[src/rtl/pwl_act.sv]
module pwl_act (
  input  logic               clk,
  input  logic               rst_n,
  input  logic               in_valid,
  input  logic signed [15:0] in_x,
  input  logic               in_sel,
  output logic               out_valid,
  output logic signed [15:0] out_y
);
  localparam int NODES = 21;
  localparam int MID   = NODES / 2;
  localparam int SEGS  = NODES + 1;
  localparam int SEG_W = $clog2(SEGS);
  localparam int FRAC  = 12;
  localparam int STEP  = 2048;
  localparam int X0    = -MID * STEP;
  localparam int ONE   = 1 << FRAC;

  localparam logic signed [15:0] LOGI [0:10] = '{
    16'sd2048, 16'sd2550, 16'sd2994, 16'sd3349, 16'sd3608, 16'sd3785,
    16'sd3902, 16'sd3976, 16'sd4022, 16'sd4051, 16'sd4069};
  localparam logic signed [15:0] HTAN [0:10] = '{
    16'sd0,    16'sd1893, 16'sd3119, 16'sd3707, 16'sd3949, 16'sd4041,
    16'sd4076, 16'sd4089, 16'sd4093, 16'sd4095, 16'sd4096};

  function automatic int node(input logic sel, input int k);
    if (sel) return (k >= MID) ? int'(HTAN[k-MID]) : -int'(HTAN[MID-k]);
    else     return (k >= MID) ? int'(LOGI[k-MID]) : ONE - int'(LOGI[MID-k]);
  endfunction

  function automatic int seg_slope(input logic sel, input int s);
    if (s == 0 || s == SEGS - 1) return 0;
    return (node(sel, s) - node(sel, s - 1)) * (ONE / STEP);
  endfunction

  function automatic int seg_icpt(input logic sel, input int s);
    if (s == 0)        return node(sel, 0);
    if (s == SEGS - 1) return node(sel, NODES - 1);
    return node(sel, s - 1) - (node(sel, s) - node(sel, s - 1)) * (s - 1 - MID);
  endfunction

  logic [SEG_W-1:0] seg_c;
  always_comb begin
    seg_c = '0;
    for (int k = 0; k < NODES; k++)
      if (int'(in_x) >= X0 + k * STEP) seg_c = SEG_W'(k + 1);
  end

  logic                    v1, v2, v3;
  logic [SEG_W-1:0]        seg1;
  logic                    sel1;
  logic signed [15:0]      x1, x2, slope2, icpt2, icpt3;
  logic signed [31:0]      prod3;
  logic signed [15:0]      slope_c, icpt_c, sum_c;

  assign slope_c = 16'(seg_slope(sel1, int'(seg1)));
  assign icpt_c  = 16'(seg_icpt(sel1, int'(seg1)));
  assign sum_c   = 16'(prod3 >>> FRAC) + icpt3;

  always_ff @(posedge clk or negedge rst_n) begin
    if (!rst_n) begin
      {v1, v2, v3, out_valid} <= '0;
      seg1 <= '0; sel1 <= 1'b0; x1 <= '0; x2 <= '0;
      slope2 <= '0; icpt2 <= '0; icpt3 <= '0; prod3 <= '0;
      out_y <= '0;
    end else begin
      v1 <= in_valid; v2 <= v1; v3 <= v2; out_valid <= v3;
      if (in_valid) begin seg1 <= seg_c; sel1 <= in_sel; x1 <= in_x; end
      if (v1) begin slope2 <= slope_c; icpt2 <= icpt_c; x2 <= x1; end
      if (v2) begin prod3 <= slope2 * x2; icpt3 <= icpt2; end
      if (v3) out_y <= sum_c;
    end
  end
endmodule

[config.mk]
export PLATFORM = sky130hd
export DESIGN_NAME = pwl_act
export DESIGN_NICKNAME = d
export VERILOG_FILES = /design/src/rtl/pwl_act.sv
export SDC_FILE = /design/constraint.sdc
export NUM_CORES = 1
export LEC_CHECK = 0
export ABC_AREA = 1
export BUFFER_PORTS_ARGS = -buffer_cell sky130_fd_sc_hd__buf_2
export CORE_AREA = 8 8 212 214
export DETAILED_ROUTE_END_ITERATION = 12
export DIE_AREA = 0 0 220 222
export GPL_ROUTABILITY_DRIVEN = 0
export GPL_TIMING_DRIVEN = 1
export MAX_ROUTING_LAYER = met4
export PLACE_DENSITY_LB_ADDON = 0.3
export SKIP_CTS_REPAIR_TIMING = 1
export SLEW_MARGIN = 10
export SYNTH_ARGS = -nofsm -noshare
export SYNTH_HDL_FRONTEND = slang
export SYNTH_SLANG_ARGS = --single-unit
[constraint.sdc]
create_clock -name clk -period 10.1 [get_ports clk]
set_input_delay 1.515 -clock clk [delete_from_list [all_inputs] [get_ports clk]]
set_output_delay 1.515 -clock clk [all_outputs]
set_load 0.03 [all_outputs]
; ---- Yosys cells after proc, flatten, opt, wreduce, memory -nomap -nowiden
; Memories as Yosys holds them, arrays and structs flattened.
; Cells that the tools add are included.
; W data, S select, Z words.
[word_totals]
ff_bits = 134
romBits = 2048
output_inout_bits = 17
elab_cells = 130
mem_count = 8
[classes]
addsub = 13
mul = 2
n_lt_le_gt_ge = 27
eq_ne = 1
muxes = 60
n_bitwise = 4
reduce_logical = 2
[memory_table]
columns = name, depth, word_bits, rd, rd_clocked_by_memory_dff, wr, line
row1 = (name not given), 16, 16, 1, 0, 0, 27  ; if (sel) return (k >= MID) ? int'(HTAN[k-MID]) : -int'(HTAN[MID-k]);
row2 = (name not given), 16, 16, 1, 0, 0, 27
row3 = (name not given), 16, 16, 1, 0, 0, 28  ; else return (k >= MID) ? int'(LOGI[k-MID]) : ONE - int'(LOGI[MID-k]);
row4 = (name not given), 16, 16, 1, 0, 0, 28
row5 = (name not given), 16, 16, 1, 0, 0, 27
row6 = (name not given), 16, 16, 1, 0, 0, 28
row7 = +2 memories, -, -, -, -, -, -
[op_table]
columns = operator, count
row1 = $mux W16, 22
row2 = $mux W32, 10
row3 = $ge A16 B15 Y1 const B, 8
row4 = $ge A32 B5 Y1 const B, 4
row5 = $not A32 Y32, 4
row6 = $mux W5, 18
row7 = $ge A16 B16 Y1 const B, 5
row8 = $ge A16 B14 Y1 const B, 4
row9 = $neg A16 Y32, 2
row10 = $sub A14 B16 Y17 const A, 2
row11 = $ge A16 B13 Y1 const B, 2
row12 = $mul A32 B7 Y16, 1
row13 = $sub A32 B32 Y32, 1
row14 = $mux W15, 2
row15 = $mul A16 B16 Y28, 1
row16 = $add A16 B16 Y16, 1
row17 = $ge A16 B1 Y1 const B, 1
row18 = $ge A16 B12 Y1 const B, 1
row19 = $sub A16 B16 Y16, 1
row20 = $sub A15 B15 Y15, 1
row21 = $mux W13, 1
row22 = $sub A5 B6 Y7 const A, 1
row23 = $sub A6 B5 Y7 const B, 1
row24 = $ge A6 B5 Y1 const B, 1
row25 = 9 further kinds, 14

; ---- Logic depth before layout (Yosys ltp)
; Gate-level depths: netlist (run 1).
[logic_depth]
ltp_word = 22
depth_mapped = 59
depth_no_buf = 55

; ---- Least setup slack after synthesis (run 1)
; OpenSTA, ideal clock, no wires.
[synth_path]
path_kind = reg2reg
startpoint = register seg1[0]
endpoint = register icpt2[15]
setup_ns = 0.078
arrival_time_ns = 8.414
required_ns = 10.022
setup_slack_ns = 1.608
stages_incl_launch_ff = 52
n_path_buf = 6
synth_period_minus_slack_ns = 8.492
cell_sequence = dfrtp_1 -> buf_6 -> inv_4 -> clkbuf_1 -> ha_1 -> clkbuf_1 -> inv_1 -> clkbuf_1 -> buf_1 -> ha_1 -> nand2_1 -> nand2_2 -> inv_2 -> nand3_2 -> nand2_2 -> buf_6 -> nand2_1 -> nand2_1 -> [16 not listed] -> fa_1 -> fa_1 -> inv_1 -> fa_1 -> inv_1 -> ha_1 -> nand2_1 -> nor3_1 -> nand3_1 -> nand2_1 -> nand2_1 -> nand2_1 -> nand2_1 -> nand2_1 -> inv_1 -> nand2_1 -> nand3_1 -> a21oi_1
[synth_between]
elab_chain_cells = 16
word_cells_on_any_way = 61
[synth_rtl]
columns = item, line
row1 = "start, declared", 50  ; logic [SEG_W-1:0] seg1;
row2 = "start signal, assigned", 68  ; if (in_valid) begin seg1 <= seg_c; sel1 <= in_sel; x1 <= in_x; end
row3 = $sub A5 B1 Y6, 39  ; return node(sel, s - 1) - (node(sel, s) - node(sel, s - 1)) * (s - 1 - MID);
row4 = $sub A5 B6 Y7, "27, 28"
row5 = $not A32 Y32 (not written as such), "27, 28"
row6 = "$mem_v2 Z16 W16, on equally long branches", -
row7 = "$mux W16, on equally long branches (2 in series)", "28, 27"
row8 = $sub A14 B16 Y17 / $neg A16 Y32 (equally long branches), "28, 27"
row9 = "$mux W32, on equally long branches", "28, 27"
row10 = $mux W32, -
row11 = $mux W32, 39
row12 = $mux W32, 38  ; if (s == SEGS - 1) return node(sel, NODES - 1);
row13 = $sub A32 B32 Y32, 39
row14 = $mul A32 B7 Y16, 39
row15 = $sub A16 B16 Y16, 39
row16 = $mux W16, 39
row17 = $mux W16 (*), 38
row18 = "end signal, assigned", 64  ; slope2 <= '0; icpt2 <= '0; icpt3 <= '0; prod3 <= '0;
row19 = "end signal, assigned", 69  ; if (v1) begin slope2 <= slope_c; icpt2 <= icpt_c; x2 <= x1; end
row20 = "end, declared", 52  ; logic signed [15:0] x1, x2, slope2, icpt2, icpt3;
; Mark *: on every way between the ends. The rest lies on a longest branch, timed or not. The select of a mux whose other input is x is not followed.
; A chain may end at the register's enable or synchronous reset.

; ---- Final worst setup path (run 1)
[layout_path]
startpoint = register seg1[1]
endpoint = register icpt2[15]
; The elaborated chain is that of the path after synthesis.

==> summary.md, run 1 <==
| Metric | Value |
|---|---|
| Total of max-cap violations | 0 |
| Mapped cell area | between 20000 and 25000 µm² |
| Status | complete, no violations |
| Dpl hpwl | 44.9 mm |
| Port bufs | 36 |
| Initial drt markers | 1741 |
| Hold Crit Depth | 2 |
| Synth Register Bits | roughly 120 |
| Setup CP Type | reg -> reg |
| Die Ht | ~220 µm |
| Fin Setup TNS | 0 ps |
| CP max stage cell | fa_1 |
| Worst Hold Path EP | out_y[0] |
| Fin crit share | a little over nine tenths |
| Clk_lat worst skew | roughly 440 ps |
| Largest family of logic cells by synthesized area | adder cells |
| List of most frequent post-synthesis cells | 688 x nand2_1, 667 x inv_1, 281 x fa_1 |
| Async SR Flop Fraction | 100% |
| CP max FO | 13 |
| Final setup vio count | 0 |
| Layout area overhead | 5.76% |
| CORE AREA | ~41000 µm² |
| Worst setup EP type | flop |
| Die ar. | a little under 50000 µm² |
| Seq/Total Area, Yosys | between 10 and 15% |
| Io pins | 37 |
| Clock-pin slew on the worst setup and hold paths | ~70 ps |
| R2R cell count | just under 50 |
| Initial antenna violation count | 1 |
| Pins Over Slew Limit | 0 |
| Gate count of the mapped netlist | approximately 2800 |
| Post-synthesis mux area share | 0% |
| DR pass1 iterations | 6 |
| Synth area leaders | fa_1 27%, dfrtp_1 15%, nand2_1 13% |
| Post-Synth XOR/XNOR Area | 2.35% |
| Vias in the first global route | approximately 18000 |
| Syn Nets | around 3300 |
| # DRC | 0 |
| Yosys warns | 0 |
| Most frequent cell after synthesis | nand2_1 |
| ANT cells | 0 |
| GR Overflow Total | 0 |
| Cell Rows | 75 |
| Cells after DPL | approximately 3300 |
| HP Start | out_y[0] |
| First-pass GRT wire length | 93.0 mm |
| Fillers | ~4000 |
| Slew HR | roughly 28% |
| Hold Crit Class | reg -> reg |
| Simple-gate area share of the yosys netlist | 21.8% |
| DR vias | between 15000 and 20000 |
| Capture point of the worst reg-to-reg path | icpt2[15] |
| Worst EP required | 10470 ps |
| Top delay family on crit path | adder cells |
| Initial Utilization | 49.5% |
| Die W | between 200 and 250 µm |
| WP data arrival | 9830 ps |
| Max clock buf depth | 2 |
| Clk sinks | about 120 |
| Ys flop type | dfrtp_1 |
| Post-synthesis compound-gate area fraction | between 9 and 10% |
| Final Skew | roughly 16 ps |
| Drt total wl | 56.1 mm |
| Largest net degree at the start of global routing | 84 |
| Final Non-Filler Cells | around 3300 |
| Highest clock rate | 106 MHz |
| Vias/cell | roughly 5.4 |
| Bufs and invs on worst path | 12 |
| Post-synth top area cell | fa_1 |
| Wire per inst | about 17 µm |
| CTS tree | built |
| Root buffer cell | clkbuf_16 |
| Yosys cell types | 56 |
| Worst Max-Slew Pin Slew | approximately 1100 ps |
| Num CTS Buffers | 17 |
| Total GRT Usage | 24.3% |
| CP max stage delay | roughly 550 ps |
| RSZ-0062 raised after global routing | no |
| Nets | 3245 |
| Post-synth top area share | 27.4% |
| Min Tclk post-route | between 9000 and 10000 ps |
| Share of layout cells above drive strength 1 | under 10% |
| RR Startpoint | seg1[1] |
| Synthesized-area fraction occupied by adder cells | 36.9% |
| Worst setup SP type | flop |
| R2r setup slk | 630 ps |
| Synth Area per Inst | between 7 and 8 µm² |
| ANT nets after route | 0 |
| Final hold violations | 0 |
| Core Util, Final | 52.4% |
| H-tree depth | 4 |
| EDFF count, synth | 0 |
==> metal layers <==
layer	vias up	part of all wire (%)	track usage [%]
met1	8551	41	30.7
met5	-	0	-
met2	759	48	39.1
met3	176	7.4	3.45
li1	8430	-	-
met4	0	4.0	9.28
==> cell usage in the layout (no fill, tap or decap), types with 4 or more instances in the layout <==
cell type,count
inv_6,6
or2_2,19
ha_1,155
fa_1,281
xnor2_1,20
o21bai_1,9
nand4_1,15
o31ai_1,4
a21o_1,4
nand2_2,19
nand3_1,101
o21ai_0,140
nand2_1,688
o22ai_1,13
inv_1,667
nor2_1,182
a21oi_1,112
o211ai_1,8
inv_2,10
buf_4,19
xor2_1,34
a211oi_1,4
o21a_1,4
nand3_2,10
nor2_4,4
nor3_1,18
a31oi_1,19
buf_2,35
o21ai_1,4
dfrtp_1,120
clkbuf_16,17
nand2_4,5
==> through the flow <==
stage / setup slack (ps) / hold WS, ps / area (µm²)
6_report: 631 / 470 / 21700
5_1_grt: 86.8 / 494 / 21700
4_1_cts: 616 / 470 / 21700
3_5_place_dp: 641 / 455 / 21100
3_3_place_gp: 932 / 453 / 21100
2_1_floorplan: 1610 / 352 / 20500
==> tightest hold or removal path: stages, from the launching register on <==
cell	delay, ps
dfrtp_1	340
nand2_1	60
nand2_1	50
==> state kept, by name, summed over array words and instances (netlist names) <==
register   count
v3             1
slope2        15
v2             1
out_valid      1
seg1           5
x2            16
icpt3         16
out_y         16
sel1           1
v1             1
icpt2         16
prod3         16
x1            16
==> final cells by class <==
cell class	count	area [µm²]	share of cell area, %
multi-input combinational	1912	14500	66.9
inverter	682	2570	11.8
clock buffer	18	439	2.02
tap	539	674	3.11
sequential	121	3030	13.9
clock inverter	14	163	0.749
timing repair buffer	54	318	1.46
==> kinds of logic after synthesis <==
kind of cell / after synthesis
AO/OA/AOI/OAI: 348
XOR/XNOR: 55
adder cells (fa/ha/maj): 437
buffers and inverters: 788
flip-flops: 121
AND/OR/NAND/NOR: 1072
==> worst max path at each step <==
stage,start,to,slack [ps],depth (start not counted)
6_report,seg1[1],icpt2[15],630,49
5_1_grt,seg1[1],icpt2[15],90,53
4_1_cts,seg1[1],icpt2[15],620,49
3_5_place_dp,seg1[1],icpt2[15],640,49
3_3_place_gp,seg1[1],icpt2[15],930,48
2_1_floorplan,seg1[0],icpt2[15],1610,51
Power of run 1 is not shown: default switching activity piles up to over one toggle a cycle in this logic, so the estimate is an artifact.
==> inputs of run 2 (changes only) <==
--- a/config.mk
+++ b/config.mk
@@ -7,11 +7,12 @@
 export LEC_CHECK = 0
 export ABC_AREA = 1
 export BUFFER_PORTS_ARGS = -buffer_cell sky130_fd_sc_hd__buf_2
-export CORE_AREA = 8 8 212 214
+export CORE_AREA = 5 5 228 230
 export DETAILED_ROUTE_END_ITERATION = 12
-export DIE_AREA = 0 0 220 222
+export DIE_AREA = 0 0 233 235
 export GPL_ROUTABILITY_DRIVEN = 0
 export GPL_TIMING_DRIVEN = 1
+export HOLD_SLACK_MARGIN = 0.08
 export MAX_ROUTING_LAYER = met4
 export PLACE_DENSITY_LB_ADDON = 0.3
 export SKIP_CTS_REPAIR_TIMING = 1
==> summary.md, run 2 (same netlist as run 1, synthesis figures left out) <==
| Metric | Value |
|---|---|
| Setup CP Type | reg -> reg |
| First-pass GRT wire length | roughly 94 mm |
| DR pass1 iterations | 5 |
| Register Area | between 3000 and 4000 µm² |
| Vias/cell | roughly 5.1 |
| Final Skew | ~13 ps |
| Hold Crit Class | reg -> reg |
| Highest clock rate | ~110 MHz |
| Initial drt markers | 1376 |
| Io pins | 37 |
| Setup slack at placement | approximately 600 ps |
| Leading cell type in the layout, fill and taps excluded | nand2_1 |
| Area of the multi-input gates | roughly 15000 µm² |
| GR Overflow Total | 0 |
| CTS tree | built |
| Clock-pin slew on the worst setup and hold paths | around 60 ps |
| CP max FO | 13 |
| CP max stage delay | around 550 ps |
| Initial Utilization | between 40% and 50% |
| CP max stage cell | fa_1 |
| ANT nets after route | 0 |
| Die W | around 230 µm |
| Total GRT Usage | between 20 and 25% |
| Die Ht | approximately 240 µm |
| Max clock buf depth | 2 |
| ANT cells | 0 |
| Final setup vio count | 0 |
| Nets | about 3200 |
| Initial antenna violation count | 0 |
| Pins Over Slew Limit | 0 |
| Root buffer cell | clkbuf_16 |
| Num CTS Buffers | 17 |
| Clk_lat worst skew | roughly 440 ps |
| Worst EP required | 10460 ps |
| Layout area overhead | 6.39% |
| Largest net degree at the start of global routing | 72 |
| Final hold violations | 0 |
| Cells after DPL | approximately 3400 |
| Slew HR | 33.0% |
| Final setup margin | 600 ps |
| # DRC | 0 |
| Cell Rows | 82 |
| Total of max-cap violations | 0 |
| Worst setup SP type | flop |
| Top delay family on crit path | adder cells |
| Share of layout cells above drive strength 1 | 6.00% |
| Wire per inst | around 16 µm |
| Core Util, Final | between 40% and 50% |
| Min Tclk post-route | around 9500 ps |
| DR vias | 17820 |
| Commonest cells after routing, fill and taps aside | 688 x nand2_1, 667 x inv_1, 281 x fa_1 |
| Clk sinks | 121 |
| Cell mode on critical path | inv_1 |
| Drt total wl | 57.0 mm |
| Bufs and invs on worst path | 13 |
| Status | complete, no violations |
| Port bufs | 36 |
| H-tree depth | 4 |
| Vias in the first global route | around 18000 |
| Fillers | approximately 5000 |
| Fin crit share | between 90% and 100% |
| Worst Max-Slew Pin Slew | 1010 ps |
| WP data arrival | roughly 9900 ps |
| Worst setup EP type | flop |
| Dpl hpwl | 45.9 mm |
| Final Non-Filler Cells | 3474 |
| Die ar. | ~55000 µm² |
| CORE AREA | 49700 µm² |
==> run 2: cell type report <==
class | count | area share, %
inverters | 682 | 11.8
repair buffers | 55 | 1.49
clock buffers | 17 | 1.95
flip-flops and latches | 121 | 13.9
well taps | 672 | 3.85
clock inverters | 15 | 0.601
multi-input cells | 1912 | 66.5
==> run 2: final timing paths <==
check | startpoint | endpoint | slack (ps) | depth (start not counted)
setup reg to reg | seg1[1] | icpt2[15] | 600 | 48
min in group asynchronous | rst_n | v1 | 1240 | 1
setup / recovery | seg1[1] | icpt2[15] | 600 | 48
max in group asynchronous | rst_n | x2[12] | 7580 | 2
hold reg to reg | icpt3[5] | icpt3[5] | 480 | 2
hold / removal | icpt3[5] | icpt3[5] | 480 | 2
==> run 2: routing by layer <==
metal | GRT usage, % | vias to the layer above | routed length (µm)
met5 | - | - | 0
met4 | 6.43 | 0 | 1730
met3 | 2.69 | 111 | 3550
met2 | 35.4 | 659 | 27400
met1 | 28.4 | 8614 | 24300
li1 | - | 8436 | -
==> run 2: worst min-delay path, stage by stage, from the launching register on <==
cell and delay (ps):
dfrtp_1 350, nand2_1 60, nand2_1 40
==> run 2: metrics by stage <==
step,hold slack (ps),cell area [µm²],TNS (ps)
after floorplan,352,20500,0
after global placement,458,21300,0
after detailed placement,460,21300,0
after CTS,479,21800,0
after global routing,502,21800,-8.85
final,478,21800,0
Power of run 2 is left out for the same reason.
==> inputs of run 3 (changes only) <==
--- a/config.mk
+++ b/config.mk
@@ -7,14 +7,16 @@
 export LEC_CHECK = 0
 export ABC_AREA = 1
 export BUFFER_PORTS_ARGS = -buffer_cell sky130_fd_sc_hd__buf_2
-export CORE_AREA = 5 5 228 230
+export CORE_AREA = 5 5 209 211
+export CTS_BUF_LIST = sky130_fd_sc_hd__clkbuf_4 sky130_fd_sc_hd__clkbuf_8
 export DETAILED_ROUTE_END_ITERATION = 12
-export DIE_AREA = 0 0 233 235
+export DIE_AREA = 0 0 214 216
 export GPL_ROUTABILITY_DRIVEN = 0
 export GPL_TIMING_DRIVEN = 1
 export HOLD_SLACK_MARGIN = 0.08
 export MAX_ROUTING_LAYER = met4
 export PLACE_DENSITY_LB_ADDON = 0.3
+export REMOVE_ABC_BUFFERS = 1
 export SKIP_CTS_REPAIR_TIMING = 1
 export SLEW_MARGIN = 10
 export SYNTH_ARGS = -nofsm -noshare
==> summary.md, run 3 (same netlist as run 1, synthesis figures left out) <==
| Metric | Value |
|---|---|
| Highest clock rate | approximately 110 MHz |
| Stages on worst setup path | 44 |
| Final hold violations | 0 |
| Clock-pin slew on the worst setup and hold paths | roughly 80 ps |
| Drt total wl | roughly 53 mm |
| Num CTS Buffers | 17 |
| GR Overflow Total | 0 |
| Worst setup SP type | flop |
| CTS tree | built |
| Clk_lat worst skew | between 400 and 500 ps |
| RSZ-0062 raised after global routing | no |
| # DRC | 0 |
| End point of the critical path | icpt2[15] |
| Worst Max-Slew Pin Slew | 850 ps |
| Fin Setup TNS | 0 ps |
| Top delay family on crit path | adder cells |
| Vias/cell | 5.41 |
| Max clock buf depth | 2 |
| Io pins | 37 |
| Post-route cell area | 21500 µm² |
| Cell mode on critical path | inv_1 |
| CP max FO | 17 |
| Dpl hpwl | around 42 mm |
| Initial drt markers | roughly 1400 |
| Die Ht | ~220 µm |
| Initial antenna violation count | 0 |
| Worst setup EP type | flop |
| Cell Rows | 75 |
| Final Skew | 12.8 ps |
| Largest net degree at the start of global routing | roughly 70 |
| Bufs and invs on worst path | 12 |
| Port bufs | 36 |
| Die ar. | roughly 46000 µm² |
| R2r setup slk | ~620 ps |
| Nets | 3238 |
| CP max stage delay | approximately 520 ps |
| Wire per inst | 15.8 µm |
| Capture point of the worst reg-to-reg path | icpt2[15] |
| Crit path from | seg1[1] |
| Setup slack at placement | between 500 and 600 ps |
| Worst EP required | 10490 ps |
| Share of layout cells above drive strength 1 | roughly 5.7% |
| Fin crit share | a little over nine tenths |
| Final setup vio count | 0 |
| DR vias | around 18000 |
| DR pass1 iterations | 8 |
| CP max stage cell | a32oi_1 |
| H-tree depth | 4 |
| Initial Utilization | roughly half |
| Die W | between 200 and 250 µm |
| Leading cell type in the layout, fill and taps excluded | nand2_1 |
| Total GRT Usage | roughly a quarter |
| R2R cell count | between 40 and 50 |
| Root buffer cell | clkbuf_8 |
| Vias in the first global route | 18810 |
| Layout area overhead | 4.53% |
| Commonest cells after routing, fill and taps aside | 688 x nand2_1, 667 x inv_1, 281 x fa_1 |
| ANT cells | 0 |
| Clk sinks | between 100 and 150 |
| WP data arrival | between 9000 and 10000 ps |
| Final setup margin | just over 600 ps |
| RR Startpoint | seg1[1] |
| Slew HR | 43.2% |
| Hold Crit Class | reg -> reg |
| Status | complete, no violations |
| Min Tclk post-route | about 9500 ps |
| Pins Over Slew Limit | 0 |
| Total of max-cap violations | 0 |
| Setup CP Type | reg -> reg |
| Placed cell area | 21000 µm² |
| CORE AREA | 41600 µm² |
| First-pass GRT wire length | between 90 and 100 mm |
| ANT nets after route | 0 |
==> run 3: cell types whose count changed in the layout (fill, tap and decap cells not counted), sizes merged <==
cell and delta:
inv -7, clkbuf +2, bufinv +2, buf -8, clkinv +3
==> run 3: how the worst min path moves through the flow <==
stage,from,to,slack (ps),cells past startpoint
6_report,icpt2[11],icpt3[11],470,2
3_3_place_gp,out_y[0],out_y[0],460,2
5_1_grt,icpt2[11],icpt3[11],490,2
4_1_cts,icpt2[11],icpt3[11],470,2
2_1_floorplan,x1[2],x1[2],440,2
3_5_place_dp,out_y[0],out_y[0],460,2
==> run 3: area by class of cell <==
cell class	instances	area (µm²)
well taps	539	674
fillers	4110	20100
flip-flops and latches	121	3030
inverters	682	2570
clock inverters	13	145
clock buffers	19	255
repair buffers	47	265
multi-input cells	1912	14500
==> run 3: per-layer routing <==
| metal | GRT usage [%] | wire, µm |
|---|---|---|
| met1 | 29.4 | 21100 |
| met2 | 41.8 | 25900 |
| met3 | 2.55 | 3140 |
| met4 | 10.2 | 2380 |
| met5 | - | 0 |
==> run 3: worst register-to-register path, delay by kind of cell (launching register included) <==
family,cells,cell delay (ps)
fa+ha+maj,9,3630
xor+xnor,1,230
buf+inv,12,1760
flops,1,510
simple gates,16,1880
compound gates,6,1420
==> run 3: stage by stage <==
stage / utilization (%) / std cells / hold WS [ps]
floorplan: - / 2715 / 442
global placement: 50.6 / 3301 / 460
detailed placement: 50.6 / 3301 / 458
CTS: 51.6 / 3333 / 470
global route: 51.6 / 3333 / 486
finish: 51.6 / 3333 / 465
Power of run 3 is left out for the same reason.
